**src/rtl/alarm_arb_pkg.sv**
```systemverilog
package alarm_arb_pkg;

  typedef enum logic [2:0] {
    ACODE_NONE    = 3'd0,
    ACODE_LOCAL   = 3'd1,
    ACODE_REMOTE  = 3'd2,
    ACODE_TPASS   = 3'd3,
    ACODE_TFAIL   = 3'd4,
    ACODE_BATT    = 3'd5,
    ACODE_CHAMBER = 3'd6
  } acode_e;

  // Conditions that drive the horn with the temporal cadence.
  function automatic logic code_sounds(acode_e c);
    return (c == ACODE_LOCAL) || (c == ACODE_REMOTE) || (c == ACODE_TPASS);
  endfunction

endpackage

```
**src/rtl/alarm_prio_sel.sv**
```systemverilog
module alarm_prio_sel
  import alarm_arb_pkg::*;
(
  input  logic   smoke_local,
  input  logic   remote_in,
  input  logic   test_pass,
  input  logic   test_fail,
  input  logic   batt_low,
  input  logic   chamber_bad,
  output acode_e code,
  output logic   mask
);

  always_comb begin
    if (smoke_local)      code = ACODE_LOCAL;
    else if (remote_in)   code = ACODE_REMOTE;
    else if (test_pass)   code = ACODE_TPASS;
    else if (test_fail)   code = ACODE_TFAIL;
    else if (batt_low)    code = ACODE_BATT;
    else if (chamber_bad) code = ACODE_CHAMBER;
    else                  code = ACODE_NONE;
  end

  // Any alarm or test in progress hides the trouble warnings.
  assign mask = smoke_local | remote_in | test_pass | test_fail;

endmodule

```
**src/rtl/temporal_cadence.sv**
```systemverilog
module temporal_cadence #(
  parameter int PHASE_TICKS = 4,
  parameter int PULSES      = 3,
  parameter int GAP_UNITS   = 3
) (
  input  logic clk,
  input  logic rst,
  input  logic run,
  input  logic restart,
  input  logic tick,
  output logic on_next
);

  localparam int CYCLE = 2 * PULSES - 1 + GAP_UNITS;
  localparam int CW    = (PHASE_TICKS > 1) ? $clog2(PHASE_TICKS) : 1;
  localparam int UW    = (CYCLE > 1) ? $clog2(CYCLE) : 1;

  logic [CW-1:0] cnt_q, cnt_d;
  logic [UW-1:0] unit_q, unit_d;

  always_comb begin
    cnt_d  = cnt_q;
    unit_d = unit_q;
    if (!run || restart) begin
      cnt_d  = '0;
      unit_d = '0;
    end else if (tick) begin
      if (cnt_q == CW'(PHASE_TICKS - 1)) begin
        cnt_d  = '0;
        unit_d = (unit_q == UW'(CYCLE - 1)) ? '0 : unit_q + 1'b1;
      end else begin
        cnt_d = cnt_q + 1'b1;
      end
    end
  end

  always_ff @(posedge clk) begin
    if (rst) begin
      cnt_q  <= '0;
      unit_q <= '0;
    end else begin
      cnt_q  <= cnt_d;
      unit_q <= unit_d;
    end
  end

  // On units are the even indices below 2*PULSES-1.
  assign on_next = (unit_d[0] == 1'b0) && (unit_d < UW'(2 * PULSES - 1));

endmodule

```
**src/rtl/alarm_arbiter.sv**
```systemverilog
module alarm_arbiter
  import alarm_arb_pkg::*;
#(
  parameter int PHASE_TICKS = 4
) (
  input  logic       clk,
  input  logic       rst,
  input  logic       tick,
  input  logic       smoke_local,
  input  logic       remote_in,
  input  logic       test_pass,
  input  logic       test_fail,
  input  logic       batt_low,
  input  logic       chamber_bad,
  output logic [2:0] alarm_code,
  output logic       horn_en,
  output logic       trouble_mask,
  output logic       led_remote
);

  acode_e code_d, code_q;
  logic   mask_d;
  logic   sound_d;
  logic   restart;
  logic   on_next;
  logic   horn_q, mask_q, led_q;

  alarm_prio_sel u_sel (
    .smoke_local (smoke_local),
    .remote_in   (remote_in),
    .test_pass   (test_pass),
    .test_fail   (test_fail),
    .batt_low    (batt_low),
    .chamber_bad (chamber_bad),
    .code        (code_d),
    .mask        (mask_d)
  );

  assign sound_d = code_sounds(code_d);
  assign restart = sound_d && (code_d != code_q);

  temporal_cadence #(
    .PHASE_TICKS (PHASE_TICKS),
    .PULSES      (3),
    .GAP_UNITS   (3)
  ) u_cad (
    .clk     (clk),
    .rst     (rst),
    .run     (sound_d),
    .restart (restart),
    .tick    (tick),
    .on_next (on_next)
  );

  always_ff @(posedge clk) begin
    if (rst) begin
      code_q <= ACODE_NONE;
      horn_q <= 1'b0;
      mask_q <= 1'b0;
      led_q  <= 1'b0;
    end else begin
      code_q <= code_d;
      horn_q <= sound_d & on_next;
      mask_q <= mask_d;
      led_q  <= (code_d == ACODE_REMOTE);
    end
  end

  assign alarm_code   = code_q;
  assign horn_en      = horn_q;
  assign trouble_mask = mask_q;
  assign led_remote   = led_q;

endmodule

```
**config.mk**
```make
export PLATFORM = sky130hd
export DESIGN_NAME = alarm_arbiter
export DESIGN_NICKNAME = d
export VERILOG_FILES = /design/src/rtl/alarm_arb_pkg.sv /design/src/rtl/alarm_prio_sel.sv /design/src/rtl/temporal_cadence.sv /design/src/rtl/alarm_arbiter.sv
export SDC_FILE = /design/constraint.sdc
export NUM_CORES = 1
export LEC_CHECK = 0
export ABC_AREA = 1
export BUFFER_PORTS_ARGS = -buffer_cell sky130_fd_sc_hd__buf_4
export CAP_MARGIN = 20
export CELL_PAD_IN_SITES_DETAIL_PLACEMENT = 0
export CELL_PAD_IN_SITES_GLOBAL_PLACEMENT = 2
export CORE_ASPECT_RATIO = 1.1
export CORE_MARGIN = 2
export CORE_UTILIZATION = 29
export DETAILED_ROUTE_END_ITERATION = 6
export GPL_ROUTABILITY_DRIVEN = 1
export GPL_TIMING_DRIVEN = 0
export PLACE_DENSITY_LB_ADDON = 0.1
export SYNTH_ARGS = -nofsm -noshare
export SYNTH_HDL_FRONTEND = slang
export SYNTH_SLANG_ARGS = --single-unit
export TNS_END_PERCENT = 20
```
**constraint.sdc**
```tcl
create_clock -name clk -period 2.1 [get_ports clk]
set_input_delay 0.105 -clock clk [delete_from_list [all_inputs] [get_ports clk]]
set_output_delay 0.105 -clock clk [all_outputs]
set_load 0.02 [all_outputs]
```
== Word level (Yosys, flattened, before mapping) ==
Index checks and enable logic that the tools add are counted.
Storage, ports and cells
  register bits after elaboration: 11
  input port bits: 9
  output and inout bits: 6
  logic and storage cells: 38
Cells by class
  $add $sub $neg: 2
  magnitude comparators: 1
  equal/unequal tests: 6
  mux-type cells: 11
  bitwise gates (word level): 5
  reduce and logical (&&, ||, !) cells: 7
Operators with widths (count)
  3-bit 2-to-1 mux: 10
  3-bit by 2-bit == test with 1-bit output (second input constant): 2
  3-bit by 1-bit adder with 3-bit output (second input constant): 1
  3-bit by 1-bit == test with 1-bit output (second input constant): 1
  3-bit == test (second input constant): 1
  1-bit logical OR: 3
  3-bit < comparator (second input constant): 1
  3-bit != test: 1
  1-bit bitwise OR: 3
  2-bit by 1-bit adder with 2-bit output (second input constant): 1
  2-bit == test (second input constant): 1
  1-bit logical AND: 2
  2-bit 2-to-1 mux: 1
  2-bit OR reduction: 1
  1-bit bitwise AND: 1
  1-bit logical NOT: 1
  1-bit inverter: 1

== Longest topological paths before layout ==
  depth in word-level cells: 15
  mapped depth: 10
  gate-level depth less buffers: 10

== Modules after synthesis ==
Synthesis repeated with hierarchy kept, for this count alone.
Unflattened totals
  cells, all modules: 88
  area, all modules: 579.3 um^2
Modules (own cells, without submodules)
  temporal_cadence: times used 1, cells an instance 42, area an instance 289.0 um^2, sequential area each 100.1 um^2
  alarm_arbiter: times used 1, cells an instance 30, area an instance 219.0 um^2, sequential area each 120.1 um^2
  alarm_prio_sel: times used 1, cells an instance 16, area an instance 71.3 um^2, sequential area each 0.0 um^2

== Worst setup path after synthesis ==
No wires, ideal clock.
  path type: register to register
  from: reg u_cad.unit_q[0]
  to: reg horn_q (netlist: horn_en)
  setup time: 70 ps
  arrival time: 1269 ps
  required time: 2030 ps
  setup slack: 762 ps
  stages on the path, launching flop included: 7
  buffers on the path: 0
  period minus slack after synthesis: 1338 ps
  path through: dfxtp_1 > ha_1 > ha_1 > or2_1 > o21ai_1 > o21ai_0 > a21oi_1
On the way
  longest elaborated chain between the ends: 8
  elaborated cells on any way between the ends: 10
  classes of those cells: add/sub (1); order compare (1); eq/ne (1); mux (4); bitwise (2); reduce/logical (1)
RTL lines
  start: declaration: RTL line temporal_cadence.sv:19  | logic [UW-1:0] unit_q, unit_d;
  start signal: assignment: RTL line temporal_cadence.sv:43  | unit_q <= unit_d;
  3-bit by 1-bit adder with 3-bit output / 3-bit == test (equally long branches): RTL line temporal_cadence.sv:30  | unit_d = (unit_q == UW'(CYCLE - 1)) ? '0 : unit_q + 1'b1;
  3-bit 2-to-1 mux: RTL line temporal_cadence.sv:30
  3-bit 2-to-1 mux: RTL line temporal_cadence.sv:28  | if (cnt_q == CW'(PHASE_TICKS - 1)) begin
  3-bit 2-to-1 mux (*): RTL line temporal_cadence.sv:27  | end else if (tick) begin
  3-bit 2-to-1 mux (*): RTL line temporal_cadence.sv:24  | if (!run || restart) begin
  3-bit < comparator / 1-bit inverter (equally long branches): RTL line temporal_cadence.sv:48  | assign on_next = (unit_d[0] == 1'b0) && (unit_d < UW'(2 * PULSES - 1));
  1-bit logical AND (*): RTL line temporal_cadence.sv:48
  1-bit bitwise AND (*): RTL line alarm_arbiter.sv:63  | horn_q <= sound_d & on_next;
  end signal: assignment: RTL line alarm_arbiter.sv:63
  end: declaration: RTL line alarm_arbiter.sv:26  | logic horn_q, mask_q, led_q;
Every way passes the cells marked *; elsewhere a longest branch is shown, timed or not.
A chain may end at the register's enable or synchronous reset.

== Final worst setup path ==
Same ends and word-level chain as after synthesis.

==> implementation parameters <==
Parameter                              Value

Synthesis
  Summed instance area of the synthesized netlist ... 559.3 um^2
  Top cells by area, synth ... sky130_fd_sc_hd__dfxtp_1 39%, sky130_fd_sc_hd__nor2_2 7.8%, sky130_fd_sc_hd__inv_1 7.4%
  Fraction of post-synthesis cell area in the top cell type by area ... 39.37%
  Synth cell types ... 21
  Flops & latches, synth ... 11
  Post-synth top flop ... sky130_fd_sc_hd__dfxtp_1
  Number of enable flip-flop cells after synthesis ... 0
  Number of warnings reported in the yosys synthesis log ... 0
  Top post-synthesis cells by count ... 11 x sky130_fd_sc_hd__dfxtp_1, 11 x sky130_fd_sc_hd__inv_1, 7 x sky130_fd_sc_hd__nand2_1, 7 x sky130_fd_sc_hd__nor2_2, 5 x sky130_fd_sc_hd__nand2_2
  Portion of the post-synthesis area used by sequential elements ... 39.37%
  Fraction of registers with async set/reset ... 0%
  Yosys top cell by area ... sky130_fd_sc_hd__dfxtp_1
  Post-Syn Area per Cell ... 8.106 um^2
  Syn Inst Count ... 69
  Post-synthesis net count ... 81

Power
  Peak ir drop on the vdd network ... 0.3594 mV
  Reported net switching power ... 109.5 uW
  Power share of the sequential group ... 50.8%
  Leak Pwr ... 0.0003577 uW
  Power per Cell Area ... 604.1 nW/um^2
  Net Sw Frac ... 25.42%
  Overall power of the completed layout ... 430.8 uW
  Portion of total power attributed to the clock network ... 31.9%
  Cell Int Power ... 321.3 uW
  Part of the power in combinational logic ... 17.2%

Global route
  First-pass GRT wire length ... 1.690 mm
  Via count of the first global-routing pass ... 450
  Global-route track usage on met1 ... 10.02%
  Initial antenna violation count ... 0
  Met2 global-route usage ... 17.59%
  Final global-route overflow total ... 0
  Maximum number of pins on one net before global-route repair ... 7
  Total Routing Usage GR ... 10.58%
  Grt met3 use ... 4.396%
  Most utilized layer in the global route result ... met2

Hold path
  End point of the most critical hold path ... alarm_code[0]$_SDFF_PP0_
  Kind of path behind the tightest hold check ... in -> reg
  Cell depth of the worst hold path ... 2
  Startpoint of the most critical hold path ... rst

Routing
  Detailed-route wire length ... 935 um
  Number of nets with antenna violations after routing ... 0
  Post-route DRC violation count ... 0
  Drt wl/cell ... 8.905 um
  Drt pass-1 iters ... 3
  Detail-routed via count per cell ... 4.429
  Iteration-0 DRC count of the detailed router ... 4
  Number of vias after detailed routing ... 465

Clock network
  Clk Latency, worst-skew pair ... 260 ps
  Hold buffer count at cts ... 0
  Clock Root Buffer ... sky130_fd_sc_hd__clkbuf_4
  Number of gates resized after cts ... 0
  Clock buffer count from CTS ... 3
  Setup Fix Bufs, Post-CTS ... 0
  Maximum level of the CTS H-tree ... 1
  Clock buffer depth ... 2
  TritonCTS clock tree ... yes
  Clk pin slew, worst setup/hold paths ... 70 ps
  Clock net sink count ... 11

Placement
  RD Place Congestion ... 0.6575
  Total of buffers placed on input and output ports ... 14
  Final HPWL DP ... 803.1 um

Flow run
  Max Cap Viol ... 0

Timing
  Worst hold slack ... 33.65 ps
  Final number of setup-violating endpoints ... 0
  Final worst-path cycle share ... 69.43%
  Final hold vios ... 0
  Slew of the pin with the lowest slew margin ... 248.7 ps
  Setup repair after global routing missed its margin ... no
  Final setup skew ... 3.025 ps
  Final worst path period need ... 1458 ps
  Remaining max-slew budget at the tightest pin ... 83.27%
  Pins Over Slew Limit ... 0
  FMAX ... 685.9 MHz
  Final-layout setup total negative slack ... 0 ps

Die
  Top Ports ... 15
  Core Box Area ... 1802 um^2
  Horizontal die dimension ... 45.87 um
  Site row count ... 16
  Die Footprint ... 2296 um^2
  Vertical extent of the die ... 50.06 um
  Initial cell density of the core ... 31.04%

Critical path
  R2R Setup Slk ... 640 ps
  R2r endpoint ... horn_en$_SDFF_PP0_
  Reg-to-reg startpoint ... u_cad.unit_q[0]$_SDFF_PP0_
  Critical Path Start Type ... flop
  Number of cells on the worst reg-to-reg path ... 6
  Crit path DAT ... 1650 ps
  Required time of the worst setup path ... 2290 ps
  Capturing element type of the critical path ... flop
  Critical-path maximum fanout ... 3
  Critical Path Start ... u_cad.unit_q[0]$_SDFF_PP0_
  Type of the worst setup path ... reg -> reg

Final layout
  Area Overhead vs Synth ... 27.52%
  Ant. Diodes ... 0
  Net count of the finished layout ... 100
  Share of final-layout standard cells stronger than drive strength 1 ... 41.38%

Run status
  Outcome ... finished clean
==> per-stage QoR <==
step | area (um^2) | std cells | worst slack [ps] | util, %
detailed placement | 686.9 | 101 | 617.9 | 38.13
floorplan | 559.3 | 69 | 761.7 | -
finish | 713.2 | 105 | 642.0 | 39.58
global placement | 686.9 | 101 | 635.2 | 38.13
CTS | 713.2 | 105 | 601.6 | 39.58
global route | 713.2 | 105 | 520.7 | 39.58
==> registers in the layout, summed over array words and instances, names as in the netlist <==
register      count
alarm_code        3
u_cad.cnt_q       2
horn_en           1
trouble_mask      1
u_cad.unit_q      3
led_remote        1
==> cell usage in the layout (no fill, tap or decap), types with 2 or more instances in the layout <==
cell type / count
sky130_fd_sc_hd__nand3_1: 2
sky130_fd_sc_hd__ha_1: 3
sky130_fd_sc_hd__nand2_1: 7
sky130_fd_sc_hd__buf_4: 14
sky130_fd_sc_hd__nand3_2: 2
sky130_fd_sc_hd__a21oi_1: 4
sky130_fd_sc_hd__clkbuf_4: 3
sky130_fd_sc_hd__o21ai_1: 3
sky130_fd_sc_hd__nor2_1: 2
sky130_fd_sc_hd__inv_1: 11
sky130_fd_sc_hd__nor2_2: 7
sky130_fd_sc_hd__or2_1: 2
sky130_fd_sc_hd__nand2_2: 5
sky130_fd_sc_hd__o21ai_0: 2
sky130_fd_sc_hd__dfxtp_1: 11
==> kinds of logic after synthesis <==
kind of cell / after synthesis / synth area share, %
adder cells (fa/ha/maj): 3 / 6.712
buffers and inverters: 13 / 9.396
flip-flops: 11 / 39.37
multiplexers: 1 / 1.790
AO/OA/AOI/OAI: 10 / 9.619
AND/OR/NAND/NOR: 31 / 33.11
==> critical path, cell delays in order, from the launching register on <==
cell                      delay [ps]
sky130_fd_sc_hd__dfxtp_1         320
sky130_fd_sc_hd__ha_1            200
sky130_fd_sc_hd__ha_1            260
sky130_fd_sc_hd__or2_1           220
sky130_fd_sc_hd__o21ai_1         130
sky130_fd_sc_hd__o21ai_0         110
sky130_fd_sc_hd__a21oi_1         160
==> final cells by class <==
| type | count | area, um^2 |
|---|---|---|
| Multi-Input combinational cell | 45 | 286.5 |
| Sequential cell | 11 | 220.2 |
| Clock buffer | 4 | 26.28 |
| Timing Repair Buffer | 14 | 105.1 |
| Tap cell | 18 | 22.52 |
| Fill cell | 207 | 1089 |
| Inverter | 13 | 52.55 |
==> layer usage <==
layer  vias up  wire, um
met5         -         0
met4         0        10
met3         2        39
met2         7       518
met1       203       365
li1        253         -
==> power groups by stage <==
stage          Combinational [uW]  Clock [uW]  Sequential, uW
2_1_floorplan                37.7           0             231
3_3_place_gp                 75.7           0             224
3_5_place_dp                 75.9           0             224
4_1_cts                      76.2         150             219
5_1_grt                      82.8         163             220
6_report                     74.3         138             219
==> how the worst max path moves through the flow <==
stage	endpoint	slack, ps	depth (start not counted)
global placement	horn_en$_SDFF_PP0_	640	6
global route	horn_en$_SDFF_PP0_	520	6
floorplan	horn_en$_SDFF_PP0_	760	6
finish	horn_en$_SDFF_PP0_	640	6
detailed placement	horn_en$_SDFF_PP0_	620	6
CTS	horn_en$_SDFF_PP0_	600	6
(Power assumes the default switching activity.)
